==> config.mk <==
export PLATFORM = sky130hd
export DESIGN_NAME = qdec_top
export DESIGN_NICKNAME = d
export VERILOG_FILES = /design/src/rtl/qdec_pkg.sv /design/src/rtl/qdec_filter.sv /design/src/rtl/qdec_decode.sv /design/src/rtl/qdec_wdog.sv /design/src/rtl/qdec_top.sv
export SDC_FILE = /design/constraint.sdc
export NUM_CORES = 1
export LEC_CHECK = 0
export ABC_CLOCK_PERIOD_IN_PS = 4300
export BUFFER_PORTS_ARGS = -buffer_cell sky130_fd_sc_hd__buf_2
export CAP_MARGIN = 10
export CORE_MARGIN = 3
export CORE_UTILIZATION = 38
export CTS_CLUSTER_DIAMETER = 150
export DETAILED_ROUTE_END_ITERATION = 8
export GPL_TIMING_DRIVEN = 0
export SYNTH_ARGS = -nofsm -noshare
export SYNTH_HDL_FRONTEND = slang
export SYNTH_HIERARCHICAL = 1
export SYNTH_SLANG_ARGS = --single-unit
export TNS_END_PERCENT = 100
==> constraint.sdc <==
create_clock -name clk -period 4.3 [get_ports clk]
set_input_delay 1.075 -clock clk [delete_from_list [all_inputs] [get_ports clk]]
set_output_delay 1.075 -clock clk [all_outputs]
set_load 0.02 [all_outputs]
==> src/rtl/qdec_pkg.sv <==
// Shared types for the quadrature decoder.
package qdec_pkg;
    // Difference of Gray-decoded phase codes (mod 4) maps straight onto these.
    typedef enum logic [1:0] {
        STEP_NONE = 2'd0,
        STEP_UP   = 2'd1,
        STEP_ILL  = 2'd2,
        STEP_DN   = 2'd3
    } step_e;
endpackage

==> src/rtl/qdec_filter.sv <==
// Glitch filter for one input.
// Accepts a new level after the raw input has differed from the current
// output on N consecutive clocks (N = len, or 1 when len is 0).
// Assumes the raw input is already synchronous to clk.
module qdec_filter #(
    parameter int FILT_W = 4
) (
    input  logic              clk,
    input  logic              rst_n,
    input  logic              raw,
    input  logic [FILT_W-1:0] len,
    output logic              filt
);
    logic [FILT_W-1:0] cnt;
    logic [FILT_W:0]   need;
    logic [FILT_W:0]   nxt;

    // Effective run length, never below one sample.
    assign need = (len == '0) ? (FILT_W+1)'(1) : {1'b0, len};
    assign nxt  = {1'b0, cnt} + (FILT_W+1)'(1);

    // Count disagreeing samples; adopt the raw level when the run is long enough.
    always_ff @(posedge clk) begin
        if (!rst_n) begin
            filt <= 1'b0;
            cnt  <= '0;
        end else if (raw == filt) begin
            cnt  <= '0;
        end else if (nxt >= need) begin
            filt <= raw;
            cnt  <= '0;
        end else begin
            cnt  <= nxt[FILT_W-1:0];
        end
    end
endmodule

==> src/rtl/qdec_decode.sv <==
// Four-edge Gray decoder with position, difference, direction and illegal flag.
// Assumes phase inputs are filtered and change at most once per clock.
module qdec_decode
    import qdec_pkg::*;
#(
    parameter int POS_W = 16
) (
    input  logic             clk,
    input  logic             rst_n,
    input  logic             a,
    input  logic             b,
    input  logic             idx,
    input  logic             idx_zero_en,
    input  logic             diff_clr,
    input  logic             ill_clr,
    output logic [POS_W-1:0] pos,
    output logic [POS_W-1:0] diff,
    output logic             dir_up,
    output logic             illegal,
    output logic             step_valid
);
    logic [1:0]       prev_ab;
    logic             idx_prev;
    logic [1:0]       cur_bin;
    logic [1:0]       prev_bin;
    step_e            st;
    logic [POS_W-1:0] inc;
    logic             idx_rise;

    // Gray code to binary phase number, then modular difference gives the step.
    assign cur_bin  = {a, a ^ b};
    assign prev_bin = {prev_ab[1], prev_ab[1] ^ prev_ab[0]};
    assign st       = step_e'(cur_bin - prev_bin);
    assign step_valid = (st == STEP_UP) || (st == STEP_DN);
    assign idx_rise = idx && !idx_prev;

    // Signed increment for this cycle.
    always_comb begin
        case (st)
            STEP_UP: inc = POS_W'(1);
            STEP_DN: inc = '1;
            default: inc = '0;
        endcase
    end

    // Track previous phase state and update all counters and flags.
    always_ff @(posedge clk) begin
        if (!rst_n) begin
            prev_ab  <= 2'b00;
            idx_prev <= 1'b0;
            pos      <= '0;
            diff     <= '0;
            dir_up   <= 1'b0;
            illegal  <= 1'b0;
        end else begin
            prev_ab  <= {a, b};
            idx_prev <= idx;
            if (idx_zero_en && idx_rise) pos <= '0;
            else                         pos <= pos + inc;
            if (diff_clr) diff <= inc;
            else          diff <= diff + inc;
            if (st == STEP_UP)      dir_up <= 1'b1;
            else if (st == STEP_DN) dir_up <= 1'b0;
            if (st == STEP_ILL)     illegal <= 1'b1;
            else if (ill_clr)       illegal <= 1'b0;
        end
    end
endmodule

==> src/rtl/qdec_wdog.sv <==
// No-motion watchdog: counts clocks since the last counted step and raises
// a sticky timeout when the count reaches the limit. Idle while disabled.
module qdec_wdog #(
    parameter int WD_W = 16
) (
    input  logic            clk,
    input  logic            rst_n,
    input  logic            en,
    input  logic [WD_W-1:0] limit,
    input  logic            clr,
    input  logic            kick,
    output logic            timeout
);
    logic [WD_W-1:0] cnt;

    // Interval counter with reload on motion, and the sticky timeout flag.
    always_ff @(posedge clk) begin
        if (!rst_n) begin
            cnt     <= '0;
            timeout <= 1'b0;
        end else begin
            if (clr || !en || kick) cnt <= '0;
            else if (cnt != limit)  cnt <= cnt + WD_W'(1);
            if (clr)                                timeout <= 1'b0;
            else if (en && !kick && cnt == limit)   timeout <= 1'b1;
        end
    end
endmodule

==> src/rtl/qdec_top.sv <==
// Filtered quadrature decoder top: four input filters, the Gray decoder
// and the stall watchdog. All inputs are assumed synchronous to clk.
module qdec_top #(
    parameter int POS_W  = 16,
    parameter int FILT_W = 4,
    parameter int WD_W   = 16
) (
    input  logic              clk,
    input  logic              rst_n,
    input  logic              ph_a_in,
    input  logic              ph_b_in,
    input  logic              idx_in,
    input  logic              home_in,
    input  logic [FILT_W-1:0] filt_len,
    input  logic              idx_zero_en,
    input  logic              diff_clr,
    input  logic              wd_en,
    input  logic [WD_W-1:0]   wd_limit,
    input  logic              wd_clr,
    input  logic              ill_clr,
    output logic              ph_a_f,
    output logic              ph_b_f,
    output logic              idx_f,
    output logic              home_f,
    output logic [POS_W-1:0]  pos,
    output logic [POS_W-1:0]  diff,
    output logic              dir_up,
    output logic              illegal,
    output logic              wd_timeout
);
    localparam int N_IN = 4;

    logic [N_IN-1:0] raw_v;
    logic [N_IN-1:0] filt_v;
    logic            step_valid;

    assign raw_v = {home_in, idx_in, ph_b_in, ph_a_in};

    // One identical filter per input line.
    for (genvar i = 0; i < N_IN; i++) begin : g_filt
        qdec_filter #(.FILT_W(FILT_W)) u_filt (
            .clk  (clk),
            .rst_n(rst_n),
            .raw  (raw_v[i]),
            .len  (filt_len),
            .filt (filt_v[i])
        );
    end

    assign ph_a_f = filt_v[0];
    assign ph_b_f = filt_v[1];
    assign idx_f  = filt_v[2];
    assign home_f = filt_v[3];

    qdec_decode #(.POS_W(POS_W)) u_dec (
        .clk        (clk),
        .rst_n      (rst_n),
        .a          (filt_v[0]),
        .b          (filt_v[1]),
        .idx        (filt_v[2]),
        .idx_zero_en(idx_zero_en),
        .diff_clr   (diff_clr),
        .ill_clr    (ill_clr),
        .pos        (pos),
        .diff       (diff),
        .dir_up     (dir_up),
        .illegal    (illegal),
        .step_valid (step_valid)
    );

    qdec_wdog #(.WD_W(WD_W)) u_wdog (
        .clk    (clk),
        .rst_n  (rst_n),
        .en     (wd_en),
        .limit  (wd_limit),
        .clr    (wd_clr),
        .kick   (step_valid),
        .timeout(wd_timeout)
    );
endmodule

==> results.ini, run 1 <==
[outcome]
run_status = complete, no violations

[worst_setup_path]
critPathLaunchType = register
path_cells = xnor2_1 -> ha_1 -> xor3_4 -> nand2_1 -> clkbuf_2 -> clkbuf_4 -> xnor2_1 -> ha_1 -> or4_4 -> or4_1 -> or4_1 -> a21o_1 -> a21oi_2
critPathArrivalTime_ns = 4.36
ff2ff_setup_slack_ns = 0.22
worst_path_max_delay_cell = xor3_4
reg2reg_depth = 13
worstReg2RegEnd = u_dec/pos[12]$_SDFF_PP0_
critPathRequiredTime_ns = 4.58
path_class = reg -> reg
end_kind = register
rr_startpoint = g_filt[1].u_filt/filt$_SDFFE_PN0P_
crit_fanout = 10
max_stage_delay_ns = 0.50
startpoint = g_filt[1].u_filt/filt$_SDFFE_PN0P_

[logic_synthesis]
async_flop_share_pct = 0
synth_seq_cells = 74
seq_area_frac_synth_pct = 29.4
synth_edf_count = 0
synth_cell_types = 81
synth_area_um2 = 5040
yosys-top-cells-area = dfxtp_1, ha_1, xnor2_1
synth_top_flop_cell = dfxtp_1
synth_area_per_cell_um2 = 8.34
synth_top_cell_by_area = dfxtp_1
synth_nets = 661
synth_top_area_share_pct = 29.4
yosys_warnings = 6
syn_inst = 604

[worst_hold_path]
hp-start = u_dec/pos[15]$_SDFF_PP0_
hold_path_end = u_dec/pos[15]$_SDFF_PP0_
holdPathStages = 2
hold_class = reg -> reg

[global_routing]
grt_pass1_wl_um = 23000
grt_pass1_vias = 4697
antenna_found_initial = 0
globalRouteTotalUtil_pct = 19.3
overflow = 0
grt_max_degree = 17

[clock_tree]
cts.path.max_buffers = 2
cts_tree = done
cts_sinks = 74
cts_made_buffers = 9
htreeDepth = 3
cts.reportedPaths.clkPinSlew_ns = 0.06
insertion_delay_ns = 0.34
root_buffer = clkbuf_16

[timing]
slew_headroom_pct = 28.8
hold_violations = 0
slew_violations = 0
period_share_pct = 94.9
fmax_mhz = 245
setup_violations = 0
clock_skew_ns = 0.00556
setup_slack_ns = 0.220
post-route-min-period_ns = 4.08
worstMarginPinSlew_ns = 1.04
rsz0062_at_grt = false

[floorplanning]
die_area_um2 = 14700
core_area_um2 = 12800
start_util_pct = 39.4
io_pins = 70
die_height_um = 121
core.rowCount = 41
die_x_um = 121

[power]
power_density_nw_per_um2 = 324
leakagePower_nw = 2.37
power_mw = 1.91
peakVddDrop_mv = 0.185

[routing]
ant_nets = 0
viasPerCell = 5.73
wl_per_cell_um = 16.4
drt_first_pass_iters = 5
drc = 0
wl_um = 14100
dr.first_iter.drc_count = 378
vias = 4926

[flow_run]
drv_cap = 0

[placed_design]
dpl.cell_count = 844
dp_slack_ns = -0.0910
hpwl_um = 10400
place_congestion = 0.937
io_buffers = 68

[final_layout]
nets = 740
num_antenna_cells = 0
instances_no_fill = 860
fillerInstances = 1314
area_growth_pct = 16.9
drive_above_1_share_pct = 19.9

[layout by cell type, fill, tap and decap left out, types with 9 or more instances in the layout]
cell type,instances
o31ai_1,11
xnor2_1,30
clkbuf_1,20
nand3_1,30
a21oi_1,34
nor3_1,15
o21ai_0,18
ha_1,26
nor2b_1,10
or4_1,17
or3_1,10
xor2_1,11
nor2_1,46
dfxtp_1,73
nand2_1,42
clkbuf_16,9
nand4_1,14
mux2i_1,12
buf_2,72
inv_1,22
[power by group]
part | total, mW | internal, mW | switching [mW] | leakage [nW]
clock | 0.727 | 0.400 | 0.327 | 0.133
combinational | 0.430 | 0.173 | 0.257 | 1.63
sequential | 0.751 | 0.717 | 0.0338 | 0.599
total | 1.91 | 1.29 | 0.618 | 2.37
[cell usage after synthesis, types with 5 or more instances]
library cell  count
clkbuf_1         21
nor3_1           15
ha_1             26
a211oi_1          5
nand3_1          30
nand4_1          14
nor2_1           46
mux2i_1          12
dfxtp_1          74
o211ai_1          5
nor4_1            7
xor2_1           11
inv_2             8
or4_2             6
buf_2             5
inv_1            22
o31ai_1          11
or3_1            10
and2_1            6
and3_1            8
xnor2_1          30
o21ai_0          18
nand2_1          42
or4_1            17
o21ai_1           8
a21oi_1          34
nor2b_1          10
a31oi_1           8
[worst max-delay path: cells and delay by family (launching register included)]
kind / cells / cell delay (ns)
simple gates: 4 / 1.49
xor+xnor: 3 / 0.75
compound gates: 2 / 0.31
flops: 1 / 0.44
buf+inv: 2 / 0.60
fa+ha+maj: 2 / 0.45
[layer usage]
metal / track usage (%) / share of wire [%] / vias to the layer above
li1: - / - / 2411
met5: 0 / 0 / -
met1: 25.3 / 46 / 2306
met3: 3.26 / 5.8 / 30
met4: 7.98 / 2.4 / 0
met2: 31.6 / 46 / 179
[state kept, by name (all words and copies together) (netlist names)]
signal	cells
g_filt.u_filt/cnt	16
g_filt.u_filt/filt	4
u_dec/diff	16
u_dec/dir_up	1
u_dec/idx_prev	1
u_dec/illegal	1
u_dec/pos	16
u_dec/prev_ab	2
u_wdog/cnt	16
u_wdog/timeout	1
[repair_timing]
item                                    4_1_cts  5_1_grt
buffers inserted                              0        0
hold buffers                                  0        0
resized for setup                             1        3
endpoints found under the setup margin        3        5
gates cloned                                  0        0
[metrics by stage]
stage          cell area [µm²]  TNS [ns]  hold slack, ns  utilization [%]
2_1_floorplan             5040         0           0.433                -
3_3_place_gp              5590   -0.0774           0.456             43.8
3_5_place_dp              5590    -0.143           0.461             43.8
4_1_cts                   5880         0           0.478             46.0
5_1_grt                   5890         0           0.506             46.1
6_report                  5890         0           0.471             46.1
[worst max-delay path by stage]
stage / endpoint / slack (ns) / cells past startpoint
floorplan: u_dec/pos[12]$_SDFF_PP0_ / 0.40 / 13
global placement: u_dec/pos[12]$_SDFF_PP0_ / -0.06 / 13
detailed placement: u_dec/pos[12]$_SDFF_PP0_ / -0.09 / 13
CTS: u_dec/pos[12]$_SDFF_PP0_ / 0.09 / 13
global route: u_dec/pos[12]$_SDFF_PP0_ / 0.02 / 13
finish: u_dec/pos[12]$_SDFF_PP0_ / 0.22 / 13
[final cells by class]
type                            count  area (µm²)  area share [%]
Sequential cell                    74        1480            25.2
Timing Repair Buffer               68         340            5.78
Buffer                             34         171            2.91
Multi-Input combinational cell    465        3280            55.7
Tap cell                          172         215            3.65
Clock buffer                        9         225            3.82
Clock inverter                      7        58.8           0.998
Inverter                           31         116            1.97
[kinds of logic after synthesis]
kind of cell	after synthesis	share of synthesized area, %
AND/OR/NAND/NOR	233	25.7
buffers and inverters	65	5.64
flip-flops	74	29.4
AO/OA/AOI/OAI	149	21.8
multiplexers	14	2.83
XOR/XNOR	43	8.12
adder cells (fa/ha/maj)	26	6.46
(Power assumes the default switching activity.)
==> run 2: changes to the inputs <==
--- a/config.mk
+++ b/config.mk
@@ -5,6 +5,7 @@
 export SDC_FILE = /design/constraint.sdc
 export NUM_CORES = 1
 export LEC_CHECK = 0
+export ABC_AREA = 1
 export ABC_CLOCK_PERIOD_IN_PS = 4300
 export BUFFER_PORTS_ARGS = -buffer_cell sky130_fd_sc_hd__buf_2
 export CAP_MARGIN = 10
==> results.ini, run 2 <==
[outcome]
run_status = complete, no violations

[global_routing]
grt_max_degree = 17
globalRouteTotalUtil_pct = 18.0
grt_pass1_vias = 5208
overflow = 0
grt_pass1_wl_um = 24200
antenna_found_initial = 0

[timing]
hold_violations = 0
clock_skew_ns = 0.00430
setup_violations = 0
post-route-min-period_ns = 2.94
slew_headroom_pct = 55.4
whs_ns = 0.474
tns_ns = 0
worstMarginPinSlew_ns = 0.660
fmax_mhz = 340
period_share_pct = 68.4
slew_violations = 0
rsz0062_at_grt = false

[logic_synthesis]
yosys_warnings = 6
synth.most_common_cell = nand2_1
synth_xor_area_share_pct = 4.65
synth-adder-area-share_pct = 5.75
synthSimpleGateAreaFrac_pct = 39.3
syn_inst = 893
synth_common_cells = nand2_1, inv_1, dfxtp_1, nand3_1, nor2_1
synth_area_um2 = 5650
synth_top_flop_cell = dfxtp_1
synth-compound-area-share_pct = 10.8
synth_seq_cells = 74
synth.area.mux_share_pct = 0
synth_cell_types = 41
synth_area_per_cell_um2 = 6.33
async_flop_share_pct = 0
synth_nets = 950
synth_top_family_by_area = simple AND/OR/NAND/NOR gates
synth_edf_count = 0
synth_top_cell_by_area = dfxtp_1
seq_area_frac_synth_pct = 26.2
yosys-top-cells-area = dfxtp_1, nand2_1, inv_1
synth_top_area_share_pct = 26.2

[worst_setup_path]
critPathArrivalTime_ns = 3.16
cp-endpoint = u_dec/diff[12]$_SDFF_PN0_
ff2ff_setup_slack_ns = 1.36
crit_fanout = 11
rr_startpoint = g_filt[0].u_filt/filt$_SDFFE_PN0P_
startpoint = g_filt[0].u_filt/filt$_SDFFE_PN0P_
reg2reg_depth = 18
path_class = reg -> reg
critPathLaunchType = register
worstReg2RegEnd = u_dec/diff[12]$_SDFF_PN0_
critPathRequiredTime_ns = 4.51
end_kind = register

[final_layout]
num_antenna_cells = 0
area_growth_pct = 15.3
fillerInstances = 1535
design_area_um2 = 6520
drive_above_1_share_pct = 17.2
nets = 1030
layout_commonest_cell = nand2_1
final_cell_mix = nand2_1, inv_1, nand3_1, nor2_1, dfxtp_1

[floorplanning]
io_pins = 70
die_area_um2 = 16400
core.rowCount = 43
core_area_um2 = 14200
start_util_pct = 39.8
die_height_um = 128
die_x_um = 128

[clock_tree]
cts.reportedPaths.clkPinSlew_ns = 0.06
root_buffer = clkbuf_16
holdBufCountCts = 0
htreeDepth = 3
postCtsSetupRepairBufs = 0
cts_resized = 0
cts.path.max_buffers = 2
cts_sinks = 74
cts_made_buffers = 9
insertion_delay_ns = 0.34
cts_tree = done

[placed_design]
postPlaceCellArea_um2 = 6220
io_buffers = 69
hpwl_um = 10900
place_congestion = 0.849

[routing]
vias = 5620
drc = 0
viasPerCell = 4.85
ant_nets = 0
drt_first_pass_iters = 5
wl_um = 14200
wl_per_cell_um = 12.3
dr.first_iter.drc_count = 365

[power]
peakVddDrop_mv = 0.205
power_density_nw_per_um2 = 356
leakagePower_nw = 3.38

[worst_hold_path]
hold_class = reg -> reg

[flow_run]
drv_cap = 0

## run 2: cell types whose count changed in the layout (fill, tap and decap cells not counted), moves of 17 or more
cell	delta
a21oi_1	+22
inv_1	+130
nand2_1	+219
nand2_2	+23
nand3_1	+44
nor2_1	+28
o41ai_1	+19
or4_1	-17
xnor2_1	-28
xor2_1	+17
## run 2: cells by family after synthesis
logic type	Yosys count
AND/OR/NAND/NOR	484
AO/OA/AOI/OAI	98
flip-flops	74
adder cells (fa/ha/maj)	26
XOR/XNOR	30
buffers and inverters	181
## run 2: where the power goes
part | leakage, nW | switching, mW | internal, mW
clock | 0.130 | 0.324 | 0.424
sequential | 0.600 | 0.0912 | 0.753
combinational | 2.65 | 0.476 | 0.252
total | 3.38 | 0.891 | 1.43
## run 2: through the flow
step                      cells  setup slack [ns]  power (mW)  util [%]
after global routing       1158              1.04        2.47      45.9
after global placement     1142              1.35        1.58      43.8
final                      1158              1.36        2.32      45.9
after floorplan             893              1.70        1.38         -
after CTS                  1158              1.33        2.35      45.9
after detailed placement   1142              1.35        1.59      43.8
## run 2: critical path, cell delays in order, from the launching register on
cell      delay [ns]
dfxtp_1         0.52
xnor2_1         0.12
ha_1            0.41
inv_2           0.26
nand3_4         0.16
buf_6           0.18
nand2_1         0.08
nand2_1         0.05
inv_1           0.05
ha_1            0.13
inv_1           0.04
nand2_1         0.10
nand3_1         0.11
o21bai_1        0.25
nand2_1         0.12
nand2_1         0.07
nand2_1         0.05
nand3_1         0.06
a21oi_1         0.06
## run 2: final cells by class
type,count,area (µm²),share of cell area [%]
multi-input combinational,638,3420,52.5
sequential,74,1480,22.7
inverter,165,619,9.51
timing repair buffer,69,345,5.30
clock buffer,11,253,3.88
tap,180,225,3.46
buffer,16,131,2.02
clock inverter,5,38.8,0.595
## run 2: how the worst min path moves through the flow
stage | startpoint | end | slack, ns | cells past startpoint
after floorplan | g_filt[0].u_filt/cnt[0]$_SDFF_PP0_ | g_filt[0].u_filt/cnt[0]$_SDFF_PP0_ | 0.43 | 1
after global placement | g_filt[2].u_filt/cnt[0]$_SDFF_PP0_ | g_filt[2].u_filt/cnt[0]$_SDFF_PP0_ | 0.46 | 1
after detailed placement | u_dec/illegal$_SDFFE_PN0P_ | u_dec/illegal$_SDFFE_PN0P_ | 0.47 | 2
after CTS | g_filt[0].u_filt/cnt[0]$_SDFF_PP0_ | g_filt[0].u_filt/cnt[0]$_SDFF_PP0_ | 0.48 | 1
after global routing | u_dec/illegal$_SDFFE_PN0P_ | u_dec/illegal$_SDFFE_PN0P_ | 0.50 | 2
final | g_filt[2].u_filt/cnt[0]$_SDFF_PP0_ | g_filt[2].u_filt/cnt[0]$_SDFF_PP0_ | 0.47 | 1
## run 2: metal layers
metal	track usage [%]	wire length, µm
met1	23.7	6800
met2	29.7	6400
met3	4.50	871
met5	0	0
met4	4.62	172
==> run 3: changes to the inputs <==
--- a/config.mk
+++ b/config.mk
@@ -5,8 +5,8 @@
 export SDC_FILE = /design/constraint.sdc
 export NUM_CORES = 1
 export LEC_CHECK = 0
-export ABC_AREA = 1
-export ABC_CLOCK_PERIOD_IN_PS = 4300
+export ABC_AREA = 0
+export ABC_CLOCK_PERIOD_IN_PS = 2500
 export BUFFER_PORTS_ARGS = -buffer_cell sky130_fd_sc_hd__buf_2
 export CAP_MARGIN = 10
 export CORE_MARGIN = 3
==> constraint.sdc (replaced) <==
create_clock -name clk -period 2.5 [get_ports clk]
set_input_delay 0.625 -clock clk [delete_from_list [all_inputs] [get_ports clk]]
set_output_delay 0.625 -clock clk [all_outputs]
set_load 0.02 [all_outputs]
==> results.ini, run 3 (synthesis results as in run 1) <==
[global_routing]
grt_pass1_vias = 4888
antenna_found_initial = 0
globalRouteTotalUtil_pct = 20.2
grt_max_degree = 17
grt_pass1_wl_um = 24100
overflow = 0

[timing]
tns_ns = -4.34
setup_slack_ns = -0.575
period_share_pct = 123
slew_headroom_pct = 53.6
slew_violations = 0
hold_violations = 0
post-route-min-period_ns = 3.07
worstMarginPinSlew_ns = 0.697
setup_violations = 17
fmax_mhz = 325
clock_skew_ns = 0.00759
rsz0062_at_grt = true
whs_ns = 0.446

[worst_setup_path]
worst_path_max_delay_cell = or4_4
path_class = reg -> reg
cp_num_buf_inv = 0
critPathTopFamily = simple AND/OR/NAND/NOR gates
critPathRequiredTime_ns = 2.78
max_stage_delay_ns = 0.43
crit_fanout = 3
critPathLaunchType = register
end_kind = register
cp_common_cell = or4_4
path_cells = xnor2_2 -> ha_4 -> xor3_4 -> nand2_4 -> xnor2_2 -> ha_2 -> or4_4 -> or4_4 -> or4_4 -> a21o_1 -> a21oi_2
critPathArrivalTime_ns = 3.36

[placed_design]
dpl.cell_count = 844
place_congestion = 0.923
io_buffers = 68
hpwl_um = 10400
postPlaceCellArea_um2 = 5690

[clock_tree]
cts_sinks = 74
cts_tree = done
holdBufCountCts = 0
cts.reportedPaths.clkPinSlew_ns = 0.06
root_buffer = clkbuf_16
htreeDepth = 3
insertion_delay_ns = 0.35
cts.path.max_buffers = 2
cts_made_buffers = 9

[final_layout]
final_util_pct = 51.8
layout_commonest_cell = buf_2
final_cell_mix = buf_2, dfxtp_1, nor2_1
design_area_um2 = 6610
num_antenna_cells = 0
drive_above_1_share_pct = 30.7
instances_no_fill = 891
area_growth_pct = 31.3
nets = 771

[power]
clockPowerShare_pct = 38.3
switchingPower_mw = 1.11
seqPwrFrac_pct = 35.9
p_sw_share_pct = 30.6
pwr-share-comb_pct = 25.8
peakVddDrop_mv = 0.348
leakagePower_nw = 2.66
p_int_mw = 2.50
power_density_nw_per_um2 = 545

[floorplanning]
core.rowCount = 41
core_area_um2 = 12800
die_area_um2 = 14700
io_pins = 70
start_util_pct = 39.4
die_x_um = 121
die_height_um = 121

[routing]
dr.first_iter.drc_count = 446
wl_um = 14900
vias = 5147
wl_per_cell_um = 16.8
ant_nets = 0
viasPerCell = 5.78
drc = 0
drt_first_pass_iters = 5

[outcome]
run_status = finished with violations
violations = negative setup slack

[flow_run]
drv_cap = 0

[worst_hold_path]
hold_class = in -> reg

run 3: what timing repair did:
action,in CTS,in global routing
resized for setup,57,38
pin swaps,27,28
cloned,0,0
setup buffers,25,12
setup endpoints to repair,40,28
run 3: per-stage QoR:
step / setup slack, ns / total power [mW]
2_1_floorplan: -0.838 / 1.85
3_3_place_gp: -1.19 / 2.05
3_5_place_dp: -1.20 / 2.06
6_report: -0.575 / 3.61
4_1_cts: -0.874 / 3.54
5_1_grt: -0.665 / 3.77
run 3: final timing paths:
check | startpoint | to | slack [ns] | cells after the start
setup / recovery | g_filt[1].u_filt/filt$_SDFFE_PN0P_ | u_dec/pos[12]$_SDFF_PP0_ | -0.57 | 11
hold / removal | wd_clr | u_wdog/timeout$_SDFFE_PP0P_ | 0.45 | 2
setup reg to reg | g_filt[1].u_filt/filt$_SDFFE_PN0P_ | u_dec/pos[12]$_SDFF_PP0_ | -0.57 | 11
hold reg to reg | g_filt[2].u_filt/cnt[0]$_SDFF_PP0_ | g_filt[2].u_filt/cnt[0]$_SDFF_PP0_ | 0.46 | 1
run 3: routing by layer:
| layer | GRT usage, % | routed length, µm | vias up | part of all wire, % |
|---|---|---|---|---|
| li1 | - | - | 2477 | - |
| met1 | 26.1 | 6410 | 2428 | 43 |
| met3 | 4.85 | 1070 | 41 | 7.1 |
| met5 | 0 | 0 | - | 0 |
| met2 | 32.9 | 7060 | 201 | 47 |
| met4 | 7.28 | 392 | 0 | 2.6 |
run 3: power by group through the flow:
| stage | Combinational (mW) | Sequential, mW | Clock, mW |
|---|---|---|---|
| after detailed placement | 0.742 | 1.32 | 0 |
| after global placement | 0.734 | 1.32 | 0 |
| after floorplan | 0.493 | 1.35 | 0 |
| final | 0.930 | 1.29 | 1.38 |
| after global routing | 0.998 | 1.30 | 1.46 |
| after CTS | 0.838 | 1.29 | 1.41 |
run 3: layout make-up:
| type | instances | area, µm² |
|---|---|---|
| fill | 1173 | 6160 |
| multi-input combinational | 465 | 3650 |
| sequential | 74 | 1490 |
| timing repair buffer | 102 | 644 |
| clock buffer | 12 | 268 |
| tap | 172 | 215 |
| buffer | 31 | 178 |
| inverter | 31 | 119 |
| clock inverter | 4 | 47.5 |
run 3: worst register-to-register path, delay by kind of cell (launching register included):
| kind | cells | cell delay (ns) |
|---|---|---|
| fa+ha+maj | 2 | 0.36 |
| simple gates | 4 | 1.40 |
| flops | 1 | 0.36 |
| compound gates | 2 | 0.30 |
| xor+xnor | 3 | 0.61 |
